### src/rtl/cfg_bank_pkg.sv
package cfg_bank_pkg;
    localparam int unsigned DATA_W       = 32;
    localparam int unsigned ADDR_W       = 8;
    localparam int unsigned GRP_N        = 2;
    localparam int unsigned REGS_PER_GRP = 4;
    localparam int unsigned LEN_W        = 8;
    localparam int unsigned CTRL_GRP     = 1;
    localparam int unsigned CTRL_IDX     = 0;
    localparam int unsigned BYTE_LSB     = 2;
    localparam int unsigned IDX_W        = $clog2(REGS_PER_GRP);
    localparam int unsigned GRP_W        = $clog2(GRP_N);
    localparam int unsigned GRP_LSB      = BYTE_LSB + IDX_W;
    localparam int unsigned MAP_MSB      = GRP_LSB + GRP_W;
    localparam int unsigned REG_TOTAL    = GRP_N * REGS_PER_GRP;
    localparam int unsigned GRP_BITS     = REGS_PER_GRP * DATA_W;

    typedef struct packed {
        logic             bank_wr_en;
        logic             rd_sel;
        logic             mapped;
        logic [GRP_W-1:0] grp;
        logic [IDX_W-1:0] idx;
        logic [GRP_N-1:0] grp_en;
    } dec_t;
endpackage

### src/rtl/cfg_bank_decode.sv
module cfg_bank_decode
    import cfg_bank_pkg::*;
(
    input  logic              psel,
    input  logic              penable,
    input  logic              pwrite,
    input  logic [ADDR_W-1:0] paddr,
    output dec_t              dec_o
);
    logic [GRP_N-1:0] grp_hit;
    logic             unused_lsb;

    assign unused_lsb = ^paddr[BYTE_LSB-1:0];

    for (genvar g = 0; g < GRP_N; g++) begin : g_hit
        assign grp_hit[g] = (paddr[GRP_LSB +: GRP_W] == GRP_W'(g));
    end

    always_comb begin
        dec_o            = '0;
        // first level: a write access phase on this slave
        dec_o.bank_wr_en = psel & penable & pwrite;
        dec_o.rd_sel     = psel & ~pwrite;
        dec_o.mapped     = (paddr[ADDR_W-1:MAP_MSB] == '0);
        dec_o.grp        = paddr[GRP_LSB +: GRP_W];
        dec_o.idx        = paddr[BYTE_LSB +: IDX_W];
        // second level: only the addressed group
        dec_o.grp_en     = grp_hit & {GRP_N{dec_o.bank_wr_en & dec_o.mapped}};
    end
endmodule

### src/rtl/cfg_len_guard.sv
module cfg_len_guard #(
    parameter int unsigned FIELD_W = 8
) (
    input  logic               wr_sel,
    input  logic [FIELD_W-1:0] stored_i,
    input  logic [FIELD_W-1:0] new_i,
    output logic               load_o
);
    logic [FIELD_W-1:0] diff;

    assign diff   = stored_i ^ new_i;
    assign load_o = wr_sel & (|diff);
endmodule

### src/rtl/cfg_reg_group.sv
module cfg_reg_group
    import cfg_bank_pkg::*;
#(
    parameter int unsigned NREG    = REGS_PER_GRP,
    parameter bit          HAS_LEN = 1'b0,
    parameter int unsigned LEN_IDX = 0
) (
    input  logic                   clk,
    input  logic                   rst_n,
    input  logic                   grp_en_i,
    input  logic [IDX_W-1:0]       idx_i,
    input  logic [DATA_W-1:0]      wdata_i,
    output logic [NREG*DATA_W-1:0] regs_o,
    output logic                   len_pulse_o
);
    typedef struct packed {
        logic [NREG-1:0][DATA_W-1:0] regs;
        logic                        len_pulse;
    } grp_st_t;

    grp_st_t st_d;
    grp_st_t st_q;
    logic    len_load;

    if (HAS_LEN) begin : g_len
        cfg_len_guard #(.FIELD_W(LEN_W)) u_guard (
            .wr_sel   (grp_en_i && (idx_i == IDX_W'(LEN_IDX))),
            .stored_i (st_q.regs[LEN_IDX][LEN_W-1:0]),
            .new_i    (wdata_i[LEN_W-1:0]),
            .load_o   (len_load)
        );
    end else begin : g_nolen
        assign len_load = 1'b0;
    end

    always_comb begin
        st_d = st_q;
        for (int i = 0; i < NREG; i++) begin
            if (idx_i == IDX_W'(i)) begin
                st_d.regs[i] = wdata_i;
            end
        end
        st_d.len_pulse = len_load;
    end

    always_ff @(posedge clk or negedge rst_n) begin
        if (!rst_n) begin
            st_q <= '0;
        end else begin
            st_q.len_pulse <= st_d.len_pulse;
            // one shared enable for every word of the group
            if (grp_en_i) begin
                for (int i = 0; i < NREG; i++) begin
                    if (HAS_LEN && (i == int'(LEN_IDX))) begin
                        st_q.regs[i][DATA_W-1:LEN_W] <= st_d.regs[i][DATA_W-1:LEN_W];
                    end else begin
                        st_q.regs[i] <= st_d.regs[i];
                    end
                end
            end
            // change-detect enable for the length byte only
            if (len_load) begin
                st_q.regs[LEN_IDX][LEN_W-1:0] <= st_d.regs[LEN_IDX][LEN_W-1:0];
            end
        end
    end

    assign regs_o      = st_q.regs;
    assign len_pulse_o = st_q.len_pulse;
endmodule

### src/rtl/cfg_reg_bank.sv
module cfg_reg_bank
    import cfg_bank_pkg::*;
(
    input  logic                        pclk,
    input  logic                        presetn,
    input  logic                        psel,
    input  logic                        penable,
    input  logic                        pwrite,
    input  logic [ADDR_W-1:0]           paddr,
    input  logic [DATA_W-1:0]           pwdata,
    output logic [DATA_W-1:0]           prdata,
    output logic                        pready,
    output logic [REG_TOTAL*DATA_W-1:0] cfg_regs_o,
    output logic                        len_update_o
);
    dec_t                                dec;
    logic [GRP_N-1:0]                    grp_pulse;
    logic [REG_TOTAL-1:0][DATA_W-1:0]    rd_words;

    cfg_bank_decode u_dec (
        .psel    (psel),
        .penable (penable),
        .pwrite  (pwrite),
        .paddr   (paddr),
        .dec_o   (dec)
    );

    for (genvar g = 0; g < GRP_N; g++) begin : g_grp
        cfg_reg_group #(
            .NREG    (REGS_PER_GRP),
            .HAS_LEN (bit'(g == CTRL_GRP)),
            .LEN_IDX (CTRL_IDX)
        ) u_grp (
            .clk         (pclk),
            .rst_n       (presetn),
            .grp_en_i    (dec.grp_en[g]),
            .idx_i       (dec.idx),
            .wdata_i     (pwdata),
            .regs_o      (cfg_regs_o[g*GRP_BITS +: GRP_BITS]),
            .len_pulse_o (grp_pulse[g])
        );
    end

    assign rd_words     = cfg_regs_o;
    assign len_update_o = |grp_pulse;
    assign pready       = 1'b1;

    always_comb begin
        prdata = '0;
        if (dec.rd_sel && dec.mapped) begin
            prdata = rd_words[{dec.grp, dec.idx}];
        end
    end
endmodule

### config.mk
export PLATFORM = sky130hd
export DESIGN_NAME = cfg_reg_bank
export DESIGN_NICKNAME = d
export VERILOG_FILES = /design/src/rtl/cfg_bank_pkg.sv /design/src/rtl/cfg_bank_decode.sv /design/src/rtl/cfg_len_guard.sv /design/src/rtl/cfg_reg_group.sv /design/src/rtl/cfg_reg_bank.sv
export SDC_FILE = /design/constraint.sdc
export NUM_CORES = 1
export LEC_CHECK = 0
export ABC_CLOCK_PERIOD_IN_PS = 3600
export CAP_MARGIN = 20
export CORE_ASPECT_RATIO = 1.25
export CORE_MARGIN = 1.5
export CORE_UTILIZATION = 48
export DETAILED_ROUTE_END_ITERATION = 6
export PLACE_DENSITY = 0.82
export SYNTH_ARGS = -nofsm -noshare
export SYNTH_HDL_FRONTEND = slang
export SYNTH_SLANG_ARGS = --single-unit
### constraint.sdc
create_clock -name pclk -period 3.6 [get_ports pclk]
set_input_delay 0.72 -clock pclk [delete_from_list [all_inputs] [get_ports pclk]]
set_output_delay 0.72 -clock pclk [all_outputs]
set_load 0.02 [all_outputs]
After elaboration in Yosys (flattened, before gate mapping)
Index checks and enable logic that the tools add are counted.
{"block": "word_totals", "inputBits": 45, "out_inout_bits": 290, "reg_bits": 257, "word_cells": 42}
{"block": "classes", "n_mux": 5, "bitwise": 9, "eq_ne": 3, "magnitude_cmp": 1, "reduce_logical": 14}
{"operator": "$bmux W32 S3", "n": 1}
{"operator": "$mux W32", "n": 2}
{"operator": "$reduce_and A2 Y1", "n": 9}
{"operator": "$mux W8", "n": 2}
{"operator": "$reduce_or A8 Y1", "n": 1}
{"operator": "$xor A8 B8 Y8", "n": 1}
{"operator": "$and A1 B1 Y1", "n": 5}
{"operator": "$eq A2 B2 Y1 const B", "n": 2}
{"operator": "$lt A3 B4 Y1 const B", "n": 1}
{"operator": "$logic_not A3 Y1", "n": 1}
{"operator": "$and A2 B2 Y2", "n": 1}
{"operator": "$eq A2 B1 Y1 const B", "n": 1}
{"operator": "$logic_and A1 B1 Y1", "n": 2}
{"operator": "$logic_not A2 Y1", "n": 1}
{"operator": "$not A1 Y1", "n": 2}

Longest topological paths before layout
Gate-level depths: netlist (run 1).
{"block": "depth", "depth_word": 7, "ltp_mapped": 6, "ltp_nobuf": 4}

Cells and area by module
From an unflattened synthesis (run 1), not the netlist that was laid out.
{"block": "unflattened", "hier_cells": 824, "area_unflattened_um2": 11928.9}
{"module": "cfg_reg_group (g_grp[1].u_grp)", "area_per_inst_um2": 4780.8, "instances": 1, "cells_each": 273, "seq_area_each_um2": 3228.1}
{"module": "cfg_reg_group (g_grp[0].u_grp)", "area_per_inst_um2": 4755.8, "instances": 1, "cells_each": 274, "seq_area_each_um2": 3203.1}
{"module": "cfg_reg_bank", "area_per_inst_um2": 2235.9, "instances": 1, "cells_each": 258, "seq_area_each_um2": 0.0}
{"module": "cfg_len_guard", "area_per_inst_um2": 90.1, "instances": 1, "cells_each": 11, "seq_area_each_um2": 0.0}
{"module": "cfg_bank_decode", "area_per_inst_um2": 66.3, "instances": 1, "cells_each": 8, "seq_area_each_um2": 0.0}

Worst setup path after synthesis (run 1)
OpenSTA, ideal clock, no wires.
{"block": "synth_timing", "kind": "input to output", "from": "in paddr[2]", "to": "out prdata[13]", "t_arrival_ns": 2.362, "slack_ns": 0.518, "n_path_buf": 3, "t_required_ns": 2.880, "stages": 6, "path_cell_list": "clkbuf_1 > buf_1 > buf_2 > mux4_2 > mux2i_1 > nor2_1"}
{"block": "synth_via", "elab_chain_len": 3}
{"element": "start, declared", "line": "cfg_reg_bank.sv:9", "text": "input logic [ADDR_W-1:0] paddr,"}
{"element": "$bmux W32 S3", "line": "cfg_reg_bank.sv:51", "text": "prdata = rd_words[{dec.grp, dec.idx}];"}
{"element": "$mux W32 (not written as such)", "line": "cfg_reg_bank.sv:51"}
{"element": "$mux W32", "line": "cfg_reg_bank.sv:50", "text": "if (dec.rd_sel && dec.mapped) begin"}
{"element": "end, declared", "line": "cfg_reg_bank.sv:11", "text": "output logic [DATA_W-1:0] prdata,"}
Every way passes these cells. The select of a mux whose other input is x is not followed.

Final worst setup path (run 1)
{"block": "layout_timing", "from": "in psel", "to": "out prdata[23]"}
{"block": "layout_via", "elab_chain_len": 3}
{"element": "start, declared", "line": "cfg_reg_bank.sv:6", "text": "input logic psel,"}
{"element": "$and A1 B1 Y1", "line": "cfg_bank_decode.sv:23", "text": "dec_o.rd_sel = psel & ~pwrite;"}
{"element": "$logic_and A1 B1 Y1", "line": "cfg_reg_bank.sv:50"}
{"element": "$mux W32", "line": "cfg_reg_bank.sv:50"}
Every way passes these cells.

==> results of run 1 <==
==> cells in the mapped netlist (5+ instances only) <==
cell and n:
mux2i_1 32, xnor2_1 8, nor2_1 37, buf_1 10, clkbuf_1 16, mux2_2 196
buf_2 22, mux2_4 60, mux4_2 64, buf_6 5, dfrtp_1 257
==> registers in the layout, summed over array words and instances, names as in the netlist <==
register                 flops
g_grp.u_grp.len_pulse_o      1
g_grp.u_grp.regs_o         256
==> worst register-to-register path, cell delays in order, from the launching register on <==
cell     delay (ns)
dfrtp_1        0.44
xnor2_1        0.23
nand4_1        0.13
o21ai_1        0.72
mux2_2         0.42
==> metrics by stage <==
step / util / instances
after floorplan: - / 728
after global placement: 0.649 / 1371
after detailed placement: 0.649 / 1371
after CTS: 0.683 / 1416
after global routing: 0.683 / 1416
final: 0.683 / 1416
==> logic make-up (layout without fill, tap and decap cells) <==
family          Yosys count  count (layout)
xor+xnor                  8               8
compound gates            1               1
flops                   257             257
simple gates             50              50
other cells               1               1
buf+inv                  59             417
mux                     352             352
==> final timing paths <==
path / start / to / slack [ns]
setup / recovery: psel / prdata[23] / 0.17
hold / removal: presetn / g_grp[0].u_grp.regs_o[97] / 0.19
setup reg to reg: g_grp[1].u_grp.regs_o[7] / g_grp[1].u_grp.regs_o[4] / 1.54
hold reg to reg: g_grp[1].u_grp.regs_o[90] / g_grp[1].u_grp.regs_o[90] / 0.53
max in group asynchronous: presetn / g_grp[0].u_grp.regs_o[51] / 2.51
min in group pclk: g_grp[1].u_grp.regs_o[90] / g_grp[1].u_grp.regs_o[90] / 0.53
==> routing by layer <==
layer | vias up | share of wire | wire length [um] | GRT usage
li1 | 3362 | - | - | -
met1 | 4211 | 0.39 | 13500 | 0.341
met2 | 284 | 0.51 | 17600 | 0.465
met3 | 82 | 0.065 | 2260 | 0.0607
met4 | 0 | 0.039 | 1350 | 0.105
met5 | - | 0 | 0 | 0
==> report_power, final <==
group          total, mW  internal (mW)  switching, mW
logic              0.998          0.515          0.484
clock network       2.73           1.62           1.11
registers           3.15           3.03          0.120
==> final cells by class <==
cell class	instances	share of cell area
sequential	257	0.384
multi-input combinational	412	0.313
timing repair buffer	370	0.226
clock buffer	41	0.0489
tap	330	0.0247
clock inverter	4	0.00314
inverter	2	0.000448
==> PnR_summary.wiki, run 1 <==
{| class="wikitable"
! Metric !! Value
|-
| Status || completed
|-
| Max-slew violation count || 0
|-
| Std-Cell Rows || 64
|-
| Arrival time worst endpoint || 2.71 ns
|-
| Resize count post-CTS || 32
|-
| Syn Nets || 773
|-
| Final wirelength || 34,700 um
|-
| Total half-perimeter wirelength after legalization and detailed placement || 24,100 um
|-
| Final worst hold slack || 0.193 ns
|-
| Share of Yosys cell area claimed by the top area cell type || 0.538
|-
| Weighted congestion at the end of routability-driven global placement || 0.828
|-
| Total global routing overflow || 0
|-
| Sum of internal, switching and leakage power || 6.87 mW
|-
| Post-route clock skew || 0.00496 ns
|-
| Effective utilization at floorplan || 0.488
|-
| Vias per inst || 5.61
|-
| Fin. Hold Viols || 0
|-
| Top area cells in the synthesized netlist || dfrtp_1 (54%), mux2_2 (18%), mux4_2 (12%)
|-
| Dpl cell area || 15,900 um2
|-
| Worst R2R Path Depth || 4
|-
| Leading cell type in the layout, fill and taps excluded || clkdlybuf4s50_1
|-
| Critical-path cell list || clkdlybuf4s50_1, or4b_4, or2_2, buf_12, nor2_1, dlygate4sd2_1
|-
| Area taken by multi-input logic gates || 5230 um2
|-
| Required time worst endpoint || 2.88 ns
|-
| Number of top-level pins || 335
|-
| Post-route cell area || 16,700 um2
|-
| Most common flop cell mapped by yosys || dfrtp_1
|-
| Unrepaired setup endpoints after global routing || false
|-
| Normalized max-slew margin || 0.407
|-
| Pin count of the biggest net entering global routing || 92
|-
| Critical-path maximum fanout || 16
|-
| Die Y-Extent || 179 um
|-
| Xor and xnor area share after synthesis || 0.00586
|-
| Critical path's largest stage delay || 0.49 ns
|-
| Via count || 7,939
|-
| CORE AREA || 24,500 um2
|-
| Highest clock frequency the design can meet || 292 MHz
|-
| Detailed-route DRC error count || 0
|-
| CTS tree || built
|-
| Latest clock arrival within the worst-skew pair || 0.52 ns
|-
| Crit path max-delay cell type || clkdlybuf4s50_1
|-
| Global-route wire length before repair || 53,600 um
|-
| Post-route worst setup slack || 0.171 ns
|-
| Period minus WS final || 3.43 ns
|-
| Kind of path behind the tightest hold check || input port to async pin
|-
| Post-placement worst setup slack || -0.113 ns
|-
| DRT iter0 DRCs || 313
|-
| Distinct cell type count after synthesis || 24
|-
| CTS Hold Buffers Added || 0
|-
| Cell type with the highest aggregate area in the netlist || dfrtp_1
|-
| Antenna violations before repair || 0
|-
| Total number of cells along the worst setup path || 6
|-
| Power density normalized to cell area || 411 nW/um2
|-
| Fraction of the mapped netlist area in adder cells || 0
|-
| Number of fill cells in the layout || 1,721
|-
| Clk pin slew, worst setup/hold paths || 0.05 ns
|-
| Buffers from clock root to sink, at most || 3
|-
| Storage cell area || 6430 um2
|-
| Register bit count reported by yosys || 257
|-
| Number of port buffers || 331
|-
| Worst ir drop on vdd || 0.000349 V
|-
| Setup repair bufs after CTS || 0
|-
| Mean Syn Cell Area || 16.4 um2
|-
| Multiplexer share of the synthesized area || 0.407
|-
| Mean routed wirelength per cell || 24.5 um
|-
| Remaining number of nets flagged by the antenna check after routing || 0
|-
| Number of sinks driven by the clock tree || 257
|-
| TritonRoute pass-1 iters || 6
|-
| Worst setup path class || input port to output pin
|-
| H-tree depth reported by CTS || 1
|-
| Family with the most delay on the worst path || buffers and inverters
|-
| Commonest cells after routing, fill and taps aside || clkdlybuf4s50_1 (295), dfrtp_1 (257), mux2_2 (196)
|-
| Setup crit end kind || output pin
|-
| Static Leak || 7.82 nW
|-
| Count of flip-flops with a built-in enable after synthesis || 0
|-
| Sequential fraction of the synthesis area || 0.538
|-
| Synth-to-Final Area Change || 39.9%
|-
| Summed instance area of the synthesized netlist || 12,000 um2
|-
| Compound-Gate Fraction of Synth Area || 0.000418
|-
| Number of global-route vias before repair || 8,687
|-
| Clock Tree Root || clkbuf_16
|-
| Max_cap viols || 0
|-
| Mapped Cells || 728
|-
| Measured slew at the worst slew-check pin || 0.884 ns
|-
| Bufs and invs on worst path || 3
|-
| Startpoint class of the critical path || input port
|-
| Aggregate global-route resource usage || 0.274
|-
| TNS Setup || 0 ns
|-
| Endpoints failing setup || 0
|-
| Post-synthesis share of cell area spent on and, or, nand and nor gates || 0.0203
|-
| Proportion of layout cells with a drive suffix above 1 || 0.381
|-
| Die area || 25,900 um2
|-
| Inserted Clock Buffers || 26
|-
| Count of nets after finishing || 1,114
|-
| Combinational family with the most area after synthesis || multiplexers
|-
| X dimension of the die || 144 um
|-
| Async set-or-reset flop fraction in the synthesized netlist || 1.00
|-
| Fraction of the cycle the final worst path needs || 0.953
|-
| Number of warnings issued by yosys || 0
|-
| Antenna cell count || 0
|}
No activity file was read; power rests on OpenSTA's default activity.
==> run 2: changes to the inputs <==
--- a/config.mk
+++ b/config.mk
@@ -5,7 +5,7 @@
 export SDC_FILE = /design/constraint.sdc
 export NUM_CORES = 1
 export LEC_CHECK = 0
-export ABC_CLOCK_PERIOD_IN_PS = 3600
+export ABC_CLOCK_PERIOD_IN_PS = 3710
 export CAP_MARGIN = 20
 export CORE_ASPECT_RATIO = 1.25
 export CORE_MARGIN = 1.5
==> constraint.sdc (replaced) <==
create_clock -name pclk -period 3.71 [get_ports pclk]
set_input_delay 0.742 -clock pclk [delete_from_list [all_inputs] [get_ports pclk]]
set_output_delay 0.742 -clock pclk [all_outputs]
set_load 0.02 [all_outputs]
==> run 2 against run 1 <==
Compared with the run above: critical endpoint is now prdata[25]; sequential power is 3% lower; combinational power down 3.3%; cell count fell by 0.14%.
==> PnR_summary.wiki, run 2 (synthesis results as in run 1) <==
{| class="wikitable"
! Metric !! Value
|-
| Setup repair bufs after CTS || 0 (unchanged)
|-
| Total net switching power || 1.70 mW (-0.62%)
|-
| Detailed-route DRC error count || 0 (unchanged)
|-
| Arrival time worst endpoint || 2.75 ns (+0.04 ns)
|-
| TNS Setup || 0 ns (unchanged)
|-
| Fraction of power consumed by combinational cells || 0.145 (about the same)
|-
| Sequential share of power || 0.460 (+0.002)
|-
| Worst R2R Path Depth || 4 (unchanged)
|-
| Number of sinks driven by the clock tree || 257 (unchanged)
|-
| Setup crit end kind || output pin
|-
| Max-slew violation count || 0 (unchanged)
|-
| TritonRoute pass-1 iters || 4 (-2)
|-
| H-tree depth reported by CTS || 1 (unchanged)
|-
| Resize count post-CTS || 26 (-19%)
|-
| Utilization after layout || 0.681 (-0.00179)
|-
| Unrepaired setup endpoints after global routing || false
|-
| Static Leak || 7.88 nW (+0.67%)
|-
| Critical register-to-register path startpoint || g_grp[1].u_grp.regs_o[7]
|-
| Inserted Clock Buffers || 26 (unchanged)
|-
| Die Y-Extent || 179 um (unchanged)
|-
| Dpl cells || 1,367 (-0.29%)
|-
| Total global routing overflow || 0 (unchanged)
|-
| Number of port buffers || 331 (unchanged)
|-
| Fraction of power spent switching nets || 0.256 (+0.00740)
|-
| Period minus WS final || 3.49 ns
|-
| Leading cell type in the layout, fill and taps excluded || clkdlybuf4s50_1
|-
| Clock Tree Root || clkbuf_16
|-
| DRT iter0 DRCs || 294 (-6.1%)
|-
| Measured slew at the worst slew-check pin || 0.863 ns (-0.0206 ns)
|-
| Latest clock arrival within the worst-skew pair || 0.52 ns (about the same)
|-
| Post-placement worst setup slack || -0.0622 ns (+0.0508 ns)
|-
| Weighted congestion at the end of routability-driven global placement || 0.812 (-1.9%)
|-
| Aggregate global-route resource usage || 0.272 (-0.00250)
|-
| Reg-to-Reg End || g_grp[1].u_grp.regs_o[5]
|-
| Final wirelength || 34,400 um (-0.68%)
|-
| Mean routed wirelength per cell || 24.4 um (-0.54%)
|-
| Antenna cell count || 0 (unchanged)
|-
| Post-route clock skew || 0.00372 ns (-0.00124 ns)
|-
| Effective utilization at floorplan || 0.488 (unchanged)
|-
| Synth-to-Final Area Change || 39.6%
|-
| Kind of path behind the tightest hold check || input port to async pin
|-
| Fin. Hold Viols || 0 (unchanged)
|-
| Fraction of the cycle the final worst path needs || 0.942
|-
| Pin count of the biggest net entering global routing || 108 (+17%)
|-
| Number of top-level pins || 335 (unchanged)
|-
| Max_cap viols || 0 (unchanged)
|-
| Via count || 7,924 (-0.19%)
|-
| Vias per inst || 5.60 (about the same)
|-
| Std-Cell Rows || 64 (unchanged)
|-
| Number of flip-flops under the largest register name || 256 (unchanged)
|-
| Normalized max-slew margin || 0.425 (+0.0177)
|-
| CTS tree || built
|-
| CORE AREA || 24,500 um2 (unchanged)
|-
| Remaining number of nets flagged by the antenna check after routing || 0 (unchanged)
|-
| Clk pin slew, worst setup/hold paths || 0.06 ns (about the same)
|-
| Cell-internal power || 4.93 mW (-4.4%)
|-
| Area taken by multi-input logic gates || 5230 um2 (unchanged)
|-
| Worst setup path class || input port to output pin
|-
| Highest clock frequency the design can meet || 286 MHz
|-
| Setup slack on the worst flop-to-flop path || 1.73 ns (+0.19 ns)
|-
| Final worst hold slack || 0.243 ns (+0.0503 ns)
|-
| Storage cell area || 6430 um2 (unchanged)
|-
| Post-route cell area || 16,700 um2 (-0.26%)
|-
| Total half-perimeter wirelength after legalization and detailed placement || 23,700 um (-1.7%)
|-
| Dpl cell area || 15,900 um2 (-0.27%)
|-
| Critical-path maximum fanout || 16 (unchanged)
|-
| Worst ir drop on vdd || 0.000430 V (+23%)
|-
| Buffers from clock root to sink, at most || 3 (unchanged)
|-
| Post-route worst setup slack || 0.217 ns (+0.0459 ns)
|-
| Commonest cells after routing, fill and taps aside || clkdlybuf4s50_1 (295), dfrtp_1 (257), mux2_2 (196)
|-
| Number of global-route vias before repair || 8,541 (-1.7%)
|-
| Number of fill cells in the layout || 1,706 (-0.87%)
|-
| Endpoints failing setup || 0 (unchanged)
|-
| Share of total power in the clock network || 0.395 (-0.002)
|-
| Proportion of layout cells with a drive suffix above 1 || 0.380 (-0.00114)
|-
| Count of nets after finishing || 1,110 (-0.36%)
|-
| Sum of internal, switching and leakage power || 6.63 mW (-3.5%)
|-
| Final standard cell count with taps included and fillers excluded || 1,414 (-0.14%)
|-
| X dimension of the die || 144 um (unchanged)
|-
| Required time worst endpoint || 2.97 ns (+0.09 ns)
|-
| Antenna violations before repair || 0 (unchanged)
|-
| CTS Hold Buffers Added || 0 (unchanged)
|-
| Status || completed
|-
| Power density normalized to cell area || 397 nW/um2 (-3.2%)
|-
| Global-route wire length before repair || 53,100 um (-0.86%)
|-
| Startpoint class of the critical path || input port
|-
| Die area || 25,900 um2 (unchanged)
|}
==> run 2: changes by cell type in the layout (fill, tap and decap cells not counted), moves of 3 or more <==
cell and delta:
dlygate4sd2_1 -6, buf_4 -3, clkbuf_8 -4, clkinv_2 +5
dlymetal6s2s_1 +6
==> run 2: power groups by stage <==
stage                     clock network (mW)  registers, mW  logic, mW
after floorplan                            0           3.24      0.305
after global placement                     0           3.09      0.959
after detailed placement                   0           3.10      0.973
after CTS                               2.65           3.05      0.976
after global routing                    2.77           3.07       1.02
final                                   2.62           3.05      0.965
==> run 2: final cells by class <==
| type | count | share of cell area |
|---|---|---|
| Multi-Input combinational cell | 412 | 0.313 |
| Timing Repair Buffer | 366 | 0.226 |
| Sequential cell | 257 | 0.385 |
| Inverter | 2 | 0.000450 |
| Clock inverter | 10 | 0.00502 |
| Tap cell | 330 | 0.0247 |
| Clock buffer | 37 | 0.0457 |
==> run 2: worst max-delay path: stages <==
cell and delay [ns]:
clkdlybuf4s50_1 0.49, or4b_4 0.48, or2_2 0.36, buf_12 0.17, nor2_1 0.15, dlygate4sd2_1 0.35
==> run 2: how the worst max path moves through the flow <==
stage	to	slack, ns	cells after the start	startpoint
after floorplan	prdata[13]	0.58	6	paddr[2]
after global placement	prdata[31]	-0.02	6	psel
after detailed placement	prdata[15]	-0.06	6	psel
after CTS	prdata[14]	0.0002	6	psel
after global routing	prdata[27]	0.18	6	psel
final	prdata[25]	0.22	6	psel
==> run 2: routing by layer <==
layer,GRT usage,vias to the layer above,part of all wire
li1,-,3365,-
met1,0.347,4188,0.40
met2,0.451,291,0.49
met3,0.0573,80,0.068
met4,0.108,0,0.043
met5,0,-,0
